[src/rtl/axdisp_pkg.sv]
package axdisp_pkg;

    localparam int TYPE_W = 2;

    typedef enum logic [1:0] {
        ST_IDLE = 2'd0,
        ST_READ = 2'd1,
        ST_EMIT = 2'd2
    } disp_state_e;

endpackage

[src/rtl/xbar_store.sv]
module xbar_store
    import axdisp_pkg::*;
#(
    parameter int K     = 64,
    parameter int N     = 16,
    parameter int IDX_W = 7
) (
    input  logic              clk,
    input  logic              rst_n,
    input  logic              wr_en,
    input  logic [IDX_W-1:0]  wr_idx,
    input  logic [N-1:0]      wr_row,
    input  logic [TYPE_W-1:0] wr_type,
    input  logic [IDX_W-1:0]  rd_idx,
    output logic [N-1:0]      rd_row,
    output logic [TYPE_W-1:0] rd_type,
    output logic              rd_hit
);

    localparam int SEL_W = (K > 1) ? $clog2(K) : 1;

    logic [N-1:0]      row_q  [K];
    logic [TYPE_W-1:0] type_q [K];

    for (genvar r = 0; r < K; r++) begin : g_row
        always_ff @(posedge clk or negedge rst_n) begin
            if (!rst_n) begin
                row_q[r]  <= '0;
                type_q[r] <= '0;
            end else if (wr_en && (wr_idx == IDX_W'(r))) begin
                row_q[r]  <= wr_row;
                type_q[r] <= wr_type;
            end
        end
    end

    logic [SEL_W-1:0] sel;

    always_comb begin
        rd_hit  = ({1'b0, rd_idx} < (IDX_W+1)'(K));
        sel     = rd_idx[SEL_W-1:0];
        rd_row  = '0;
        rd_type = '0;
        if (rd_hit) begin
            rd_row  = row_q[sel];
            rd_type = type_q[sel];
        end
    end

endmodule

[src/rtl/dispatch_ctrl.sv]
module dispatch_ctrl
    import axdisp_pkg::*;
#(
    parameter int N     = 16,
    parameter int IDX_W = 7
) (
    input  logic              clk,
    input  logic              rst_n,
    input  logic              evt_valid,
    input  logic [IDX_W-1:0]  evt_axon,
    output logic              evt_ready,
    output logic [IDX_W-1:0]  rd_idx,
    input  logic [N-1:0]      rd_row,
    input  logic [TYPE_W-1:0] rd_type,
    input  logic              rd_hit,
    output logic              upd_valid,
    output logic [N-1:0]      upd_strobe,
    output logic [TYPE_W-1:0] upd_type,
    output logic              idle
);

    typedef struct packed {
        disp_state_e       state;
        logic [IDX_W-1:0]  idx;
        logic              valid;
        logic [N-1:0]      strobe;
        logic [TYPE_W-1:0] typ;
    } ctrl_t;

    ctrl_t cur_q, nxt_d;

    always_comb begin
        nxt_d        = cur_q;
        nxt_d.valid  = 1'b0;
        nxt_d.strobe = '0;
        unique case (cur_q.state)
            ST_IDLE: begin
                if (evt_valid) begin
                    nxt_d.idx   = evt_axon;
                    nxt_d.state = ST_READ;
                end
            end
            ST_READ: begin
                nxt_d.valid  = rd_hit;
                nxt_d.strobe = rd_hit ? rd_row : '0;
                nxt_d.typ    = rd_hit ? rd_type : '0;
                nxt_d.state  = ST_EMIT;
            end
            ST_EMIT: begin
                nxt_d.state = ST_IDLE;
            end
            default: begin
                nxt_d.state = ST_IDLE;
            end
        endcase
    end

    always_ff @(posedge clk or negedge rst_n) begin
        if (!rst_n) begin
            cur_q <= '{state: ST_IDLE, idx: '0, valid: 1'b0, strobe: '0, typ: '0};
        end else begin
            cur_q <= nxt_d;
        end
    end

    assign evt_ready  = (cur_q.state == ST_IDLE);
    assign idle       = (cur_q.state == ST_IDLE);
    assign rd_idx     = cur_q.idx;
    assign upd_valid  = cur_q.valid;
    assign upd_strobe = cur_q.strobe;
    assign upd_type   = cur_q.typ;

endmodule

[src/rtl/axon_fanout_dispatch.sv]
module axon_fanout_dispatch
    import axdisp_pkg::*;
#(
    parameter int K     = 64,
    parameter int N     = 16,
    parameter int IDX_W = $clog2(K) + 1
) (
    input  logic              clk,
    input  logic              rst_n,
    input  logic              evt_valid,
    output logic              evt_ready,
    input  logic [IDX_W-1:0]  evt_axon,
    input  logic              cfg_we,
    input  logic [IDX_W-1:0]  cfg_axon,
    input  logic [N-1:0]      cfg_row,
    input  logic [TYPE_W-1:0] cfg_type,
    output logic              upd_valid,
    output logic [N-1:0]      upd_strobe,
    output logic [TYPE_W-1:0] upd_type,
    output logic              idle
);

    logic [IDX_W-1:0]  rd_idx;
    logic [N-1:0]      rd_row;
    logic [TYPE_W-1:0] rd_type;
    logic              rd_hit;

    xbar_store #(.K(K), .N(N), .IDX_W(IDX_W)) store_i (
        .clk     (clk),
        .rst_n   (rst_n),
        .wr_en   (cfg_we),
        .wr_idx  (cfg_axon),
        .wr_row  (cfg_row),
        .wr_type (cfg_type),
        .rd_idx  (rd_idx),
        .rd_row  (rd_row),
        .rd_type (rd_type),
        .rd_hit  (rd_hit)
    );

    dispatch_ctrl #(.N(N), .IDX_W(IDX_W)) ctrl_i (
        .clk        (clk),
        .rst_n      (rst_n),
        .evt_valid  (evt_valid),
        .evt_axon   (evt_axon),
        .evt_ready  (evt_ready),
        .rd_idx     (rd_idx),
        .rd_row     (rd_row),
        .rd_type    (rd_type),
        .rd_hit     (rd_hit),
        .upd_valid  (upd_valid),
        .upd_strobe (upd_strobe),
        .upd_type   (upd_type),
        .idle       (idle)
    );

endmodule

[config.mk]
export PLATFORM = sky130hd
export DESIGN_NAME = axon_fanout_dispatch
export DESIGN_NICKNAME = d
export VERILOG_FILES = /design/src/rtl/axdisp_pkg.sv /design/src/rtl/xbar_store.sv /design/src/rtl/dispatch_ctrl.sv /design/src/rtl/axon_fanout_dispatch.sv
export SDC_FILE = /design/constraint.sdc
export NUM_CORES = 2
export LEC_CHECK = 0
export BUFFER_PORTS_ARGS = -buffer_cell sky130_fd_sc_hd__buf_2
export CAP_MARGIN = 20
export CELL_PAD_IN_SITES_DETAIL_PLACEMENT = 1
export CELL_PAD_IN_SITES_GLOBAL_PLACEMENT = 1
export CORE_UTILIZATION = 55
export CTS_CLUSTER_SIZE = 14
export DETAILED_ROUTE_END_ITERATION = 7
export GPL_TIMING_DRIVEN = 0
export PLACE_DENSITY_LB_ADDON = 0.1
export REMOVE_ABC_BUFFERS = 1
export SLEW_MARGIN = 20
export SYNTH_ARGS = -nofsm -noshare
export SYNTH_HDL_FRONTEND = slang
export SYNTH_SLANG_ARGS = --single-unit
[constraint.sdc]
create_clock -name clk -period 6.8 [get_ports clk]
set_clock_uncertainty 0.1 [all_clocks]
set_input_delay 1.36 -clock clk [delete_from_list [all_inputs] [get_ports clk]]
set_output_delay 1.36 -clock clk [all_outputs]
set_load 0.02 [all_outputs]
Word-level counts from Yosys, hierarchy flattened --
Cells that the tools add are included.
Word-level totals: register bits after elaboration 1180, output and inout port bits 21, word-level logic and storage cells 279
Operators by class: order comparisons 2, equal/unequal tests 65, multiplexer cells 11, bitwise logic cells 1, reductions and logical operators 67
Operators by type and width (number):
- 7-bit by 6-bit equality test with 1-bit output, second input constant | 32
- 7-bit by 5-bit equality test with 1-bit output, second input constant | 16
- 16-bit binary-select mux with 6-bit select | 1
- 1-bit logical AND | 64
- 7-bit by 4-bit equality test with 1-bit output, second input constant | 8
- 16-bit 2-to-1 mux | 3
- 7-bit by 3-bit equality test with 1-bit output, second input constant | 4
- 19-bit 2-to-1 mux | 1
- 7-bit by 2-bit equality test with 1-bit output, second input constant | 2
- 2-bit binary-select mux with 6-bit select | 1
- 9-bit 2-to-1 mux | 1
- 7-bit by 1-bit equality test with 1-bit output, second input constant | 1
- 7-bit greater-or-equal comparator, second input constant | 1
- 7-bit zero test | 1
- 7-bit < comparator, second input constant | 1
- 6-bit inverter with 7-bit output | 1
- 2-bit 2-to-1 mux | 3
- 2-bit case mux with 2 select lines | 1
- 2-bit by 1-bit equality test with 1-bit output, second input constant | 1
- 2-bit zero test | 1
- 2-bit inequality test, second input constant | 1
- 2-bit AND reduction | 1

Longest topological paths before layout --
word-level depth 6, depth in mapped cells 8, gate-level depth less buffers 5

By module --
From an unflattened synthesis, not the netlist that was laid out.
Second synthesis, totals: cells, all modules 3398, area, all modules 54516.0 µm²
Modules (own cells, without submodules):
- xbar_store | instances 1, cells an instance 3309, area an instance 53352.4 µm²
- dispatch_ctrl | instances 1, cells an instance 89, area an instance 1163.6 µm²

Worst setup path before layout --
OpenSTA, ideal clock, no wires.
path type input -> register, start in cfg_axon[3], end reg store_i.row_q[582] in the netlist's numbering, arrival time 2.975 ns, required time 6.575 ns, slack 3.600 ns, stages on the path 7, path through clkbuf_1 > nand2b_1 > or2_2 > buf_2 > nor2_4 > buf_2 > mux2_2
Between the ends: cells in the longest elaborated chain, start to end 2
Ends and longest elaborated chain:
- start, declared | RTL line axon_fanout_dispatch.sv:14 | input logic [IDX_W-1:0] cfg_axon,
- 7-bit by 5-bit equality test with 1-bit output | RTL line xbar_store.sv:30 | end else if (wr_en && (wr_idx == IDX_W'(r))) begin
- 1-bit logical AND | RTL line xbar_store.sv:30
- end signal, assigned by index | RTL line xbar_store.sv:31 | row_q[r] <= wr_row;
- end, declared | RTL line xbar_store.sv:22 | logic [N-1:0] row_q [K];
Every way passes these cells. A chain may end at the register's enable or synchronous reset.

==> flow_summary.yaml <==
placed_design:
  placed_area_sq_um: 55100
  port_buffers: 56
  place_inst: 4377
  dp_hpwl_mm: 84.9
  gp_congestion: 0.798
pwr:
  ir_drop_mv: 0.310
  leakage_nw: 28.5
  power.density_nw_per_um2: 311
layout:
  syn2layout_area_growth_pct: 11.6
  postLayoutCoreUtil_pct: 62.3
  fin_cells: 4618
  num-fill-cells: 8236
  drive_gt1_share_pct: 54.2
  nNetsFinal: 3281
  fin_area_sq_um: 59500
clock_network:
  clk_pin_slew_ns: 0.06
  htreeDepth: 4
  postCtsHoldBufs: 0
  numCtsBuffers: 131
  worstSkewPairLatency_ns: 0.72
  root_buffer: "clkbuf_16"
  cts_tree: "done"
  cts-resized-gates: 0
  cts_num_sinks: 1180
  cts_setup_buffers: 0
  cts_max_path_buffers: 3
setup_path:
  crit_chain: "buf_16 -> buf_12 -> buf_12 -> buf_12 -> buf_12 -> mux4_2 -> mux2i_1 -> a22oi_1 -> nand2_1 -> o22ai_1"
  critical_path.startpoint: "ctrl_i.rd_idx[1]"
  cp.arrival_ns: 4.47
  worstSetupStartpointType: "register"
  critPathSlowestCell: "dfrtp_4"
  rrSetupSlack_ns: 2.75
  cpPeakStageDelay_ns: 0.90
  required_ns: 7.21
  endpoint_kind: "register"
  r2r_end: "ctrl_i.upd_strobe[10]"
  path_delay_family: "buffers and inverters"
  crit-reg2reg-launch: "ctrl_i.rd_idx[1]"
  path_class: "register to register"
  cp_max_fo: 43
  crit_top_cell: "buf_12"
  rr_worst_depth: 10
  critPathBufInv: 5
die:
  core_area_sq_um: 95600
  placementRows: 113
  ios: 57
  die_y_um: 313
  die_area_sq_um: 98200
  fp.dieW_um: 313
  initial_core_util_pct: 55.8
sta:
  hold_viol_final: 0
  clock.fmax_mhz: 247
  finalSetupViolCount: 0
  min_period_ns: 4.05
  fin_hold_ws_ns: 0.395
  final.setup.tns_ns: 0
  worst_slew_pin_slew_ns: 1.14
  period_share_pct: 59.6
  slew_viol_final: 0
  relSlewSlack_pct: 23.9
  rsz0062_at_grt: "no"
detailed_routing:
  route.antenna.remaining_nets: 0
  route.met2.wl_mm: 71.6
  avgRoutedWirePerCell_um: 30.9
  routed.top_layer: "met5"
  drt_iter0_drc: 1871
  firstDrtPassIters: 5
  num_vias: 29700
  wirelength_mm: 143
  wl_met1_mm: 59.5
  drcViolationCount: 0
  vias_per_cell: 6.43
  wl_met3_mm: 6.53
hold_path:
  min_to: "ctrl_i.upd_valid"
  holdPathStages: 1
  hold_path_class: "register to register"
  min-delay-start: "ctrl_i.rd_idx[6]"
global_routing:
  grt_pass1_wl_mm: 221
  grt_max_degree: 147
  grt_util_all_layers_pct: 30.4
  grt_pass1_vias: 34200
  antenna_found_initial: 7
  overflow: 0
synth:
  yosys.area.top_type: "dfrtp_1"
  synth_area_sq_um: 53300
  synth.top_cell.area_share_pct: 55.4
  synthCells: 3328
  ys_warn_count: 0
  ys_seq_elements: 1180
  yosysSeqAreaShare_pct: 55.4
  ys_types: 33
  avgSynthCellArea_sq_um: 16.0
  synthTopCellsByArea: "dfrtp_1 55%, mux2_2 24%, mux4_2 12%"
flow_run:
  max_cap_viol_count: 0
outcome:
  status: "finished, final reports clean"
where the power goes:
part	total (mW)	internal [mW]	switching, mW
Combinational	3.37	1.58	1.79
Sequential	8.00	7.62	0.384
Clock	7.14	4.33	2.82
layer usage:
metal  vias to the layer above  global-route usage (%)
li1                      12200                       -
met1                     16500                    41.0
met2                       736                    50.4
met3                       250                    4.67
met4                         8                    11.0
met5                         -                       0
stage by stage:
| stage | power, mW | setup WS [ns] |
|---|---|---|
| floorplan | 10.5 | -5.79 |
| global placement | 11.8 | -19.33 |
| detailed placement | 11.5 | 2.54 |
| CTS | 18.7 | 2.76 |
| global route | 19.2 | 2.57 |
| finish | 18.5 | 2.75 |
kinds of logic (layout without fill, tap and decap cells):
| group | after synthesis | count (layout) | synth area share, % |
|---|---|---|---|
| AOI/OAI and AO/OA | 91 | 91 | 1.23 |
| buffers and inverters | 323 | 345 | 2.63 |
| DFF | 1180 | 1180 | 55.4 |
| muxes | 1590 | 1590 | 39.3 |
| other | 0 | 3 | 0 |
| and+or+nand+nor | 144 | 144 | 1.42 |
worst max path at each step:
stage	to	slack, ns	depth (start not counted)
floorplan	ctrl_i.upd_type[1]	-5.79	5
finish	ctrl_i.upd_strobe[10]	2.75	10
detailed placement	store_i.type_q[67]	2.54	5
global route	ctrl_i.upd_strobe[10]	2.57	10
global placement	store_i.type_q[65]	-19.33	1
CTS	ctrl_i.upd_strobe[10]	2.76	10
layout by cell type, fill, tap and decap left out, types with 3 or more instances in the layout:
| master | instances |
|---|---|
| clkbuf_8 | 32 |
| clkbuf_1 | 41 |
| bufinv_16 | 4 |
| buf_2 | 40 |
| mux2i_1 | 142 |
| nor2_4 | 21 |
| o22ai_1 | 16 |
| buf_12 | 16 |
| clkbuf_16 | 143 |
| dfrtp_4 | 3 |
| buf_8 | 9 |
| diode_2 | 3 |
| nand2b_1 | 6 |
| buf_4 | 15 |
| or2_1 | 3 |
| nor2_1 | 8 |
| dfrtp_1 | 1177 |
| a22oi_1 | 69 |
| nor3_1 | 4 |
| clkinv_2 | 16 |
| nand2_1 | 49 |
| mux2_2 | 1156 |
| mux2_1 | 3 |
| nor3_2 | 3 |
| nand2_2 | 34 |
| buf_16 | 26 |
| mux4_2 | 289 |
layout make-up:
| cell class | instances | area, sq um | area share [%] |
|---|---|---|---|
| Sequential cell | 1180 | 29500 | 49.6 |
| Multi-Input combinational cell | 1825 | 22500 | 37.8 |
| Clock buffer | 216 | 4170 | 7.01 |
| Tap cell | 1265 | 1580 | 2.66 |
| Timing Repair Buffer | 106 | 1480 | 2.49 |
| Clock inverter | 22 | 216 | 0.364 |
| Antenna cell | 3 | 7.51 | 0.0126 |
| Inverter | 1 | 3.75 | 0.00630 |
state kept, by name, summed over array words and instances, names as in the netlist:
name / cells
store_i.row_q: 1024
store_i.type_q: 128
ctrl_i.upd_strobe: 16
ctrl_i.rd_idx: 7
ctrl_i.cur_q: 2
ctrl_i.upd_type: 2
ctrl_i.upd_valid: 1
cell usage after synthesis (all sizes together):
cell and n:
nor4 1, nand2b 6, or2 5, inv 1, a221oi 2, nand4 1, or3b 1, nand2 83
or3 2, a21oi 1, nand3 2, nor3 7, a22oi 69, buf 142, a21o 1, o21ai 2
and3 1, dfrtp 1180, o22ai 16, mux2i 142, mux2 1159, clkbuf 180, nor2b 3, mux4 289
and2 3, nor2 29
(Power assumes the default switching activity.)
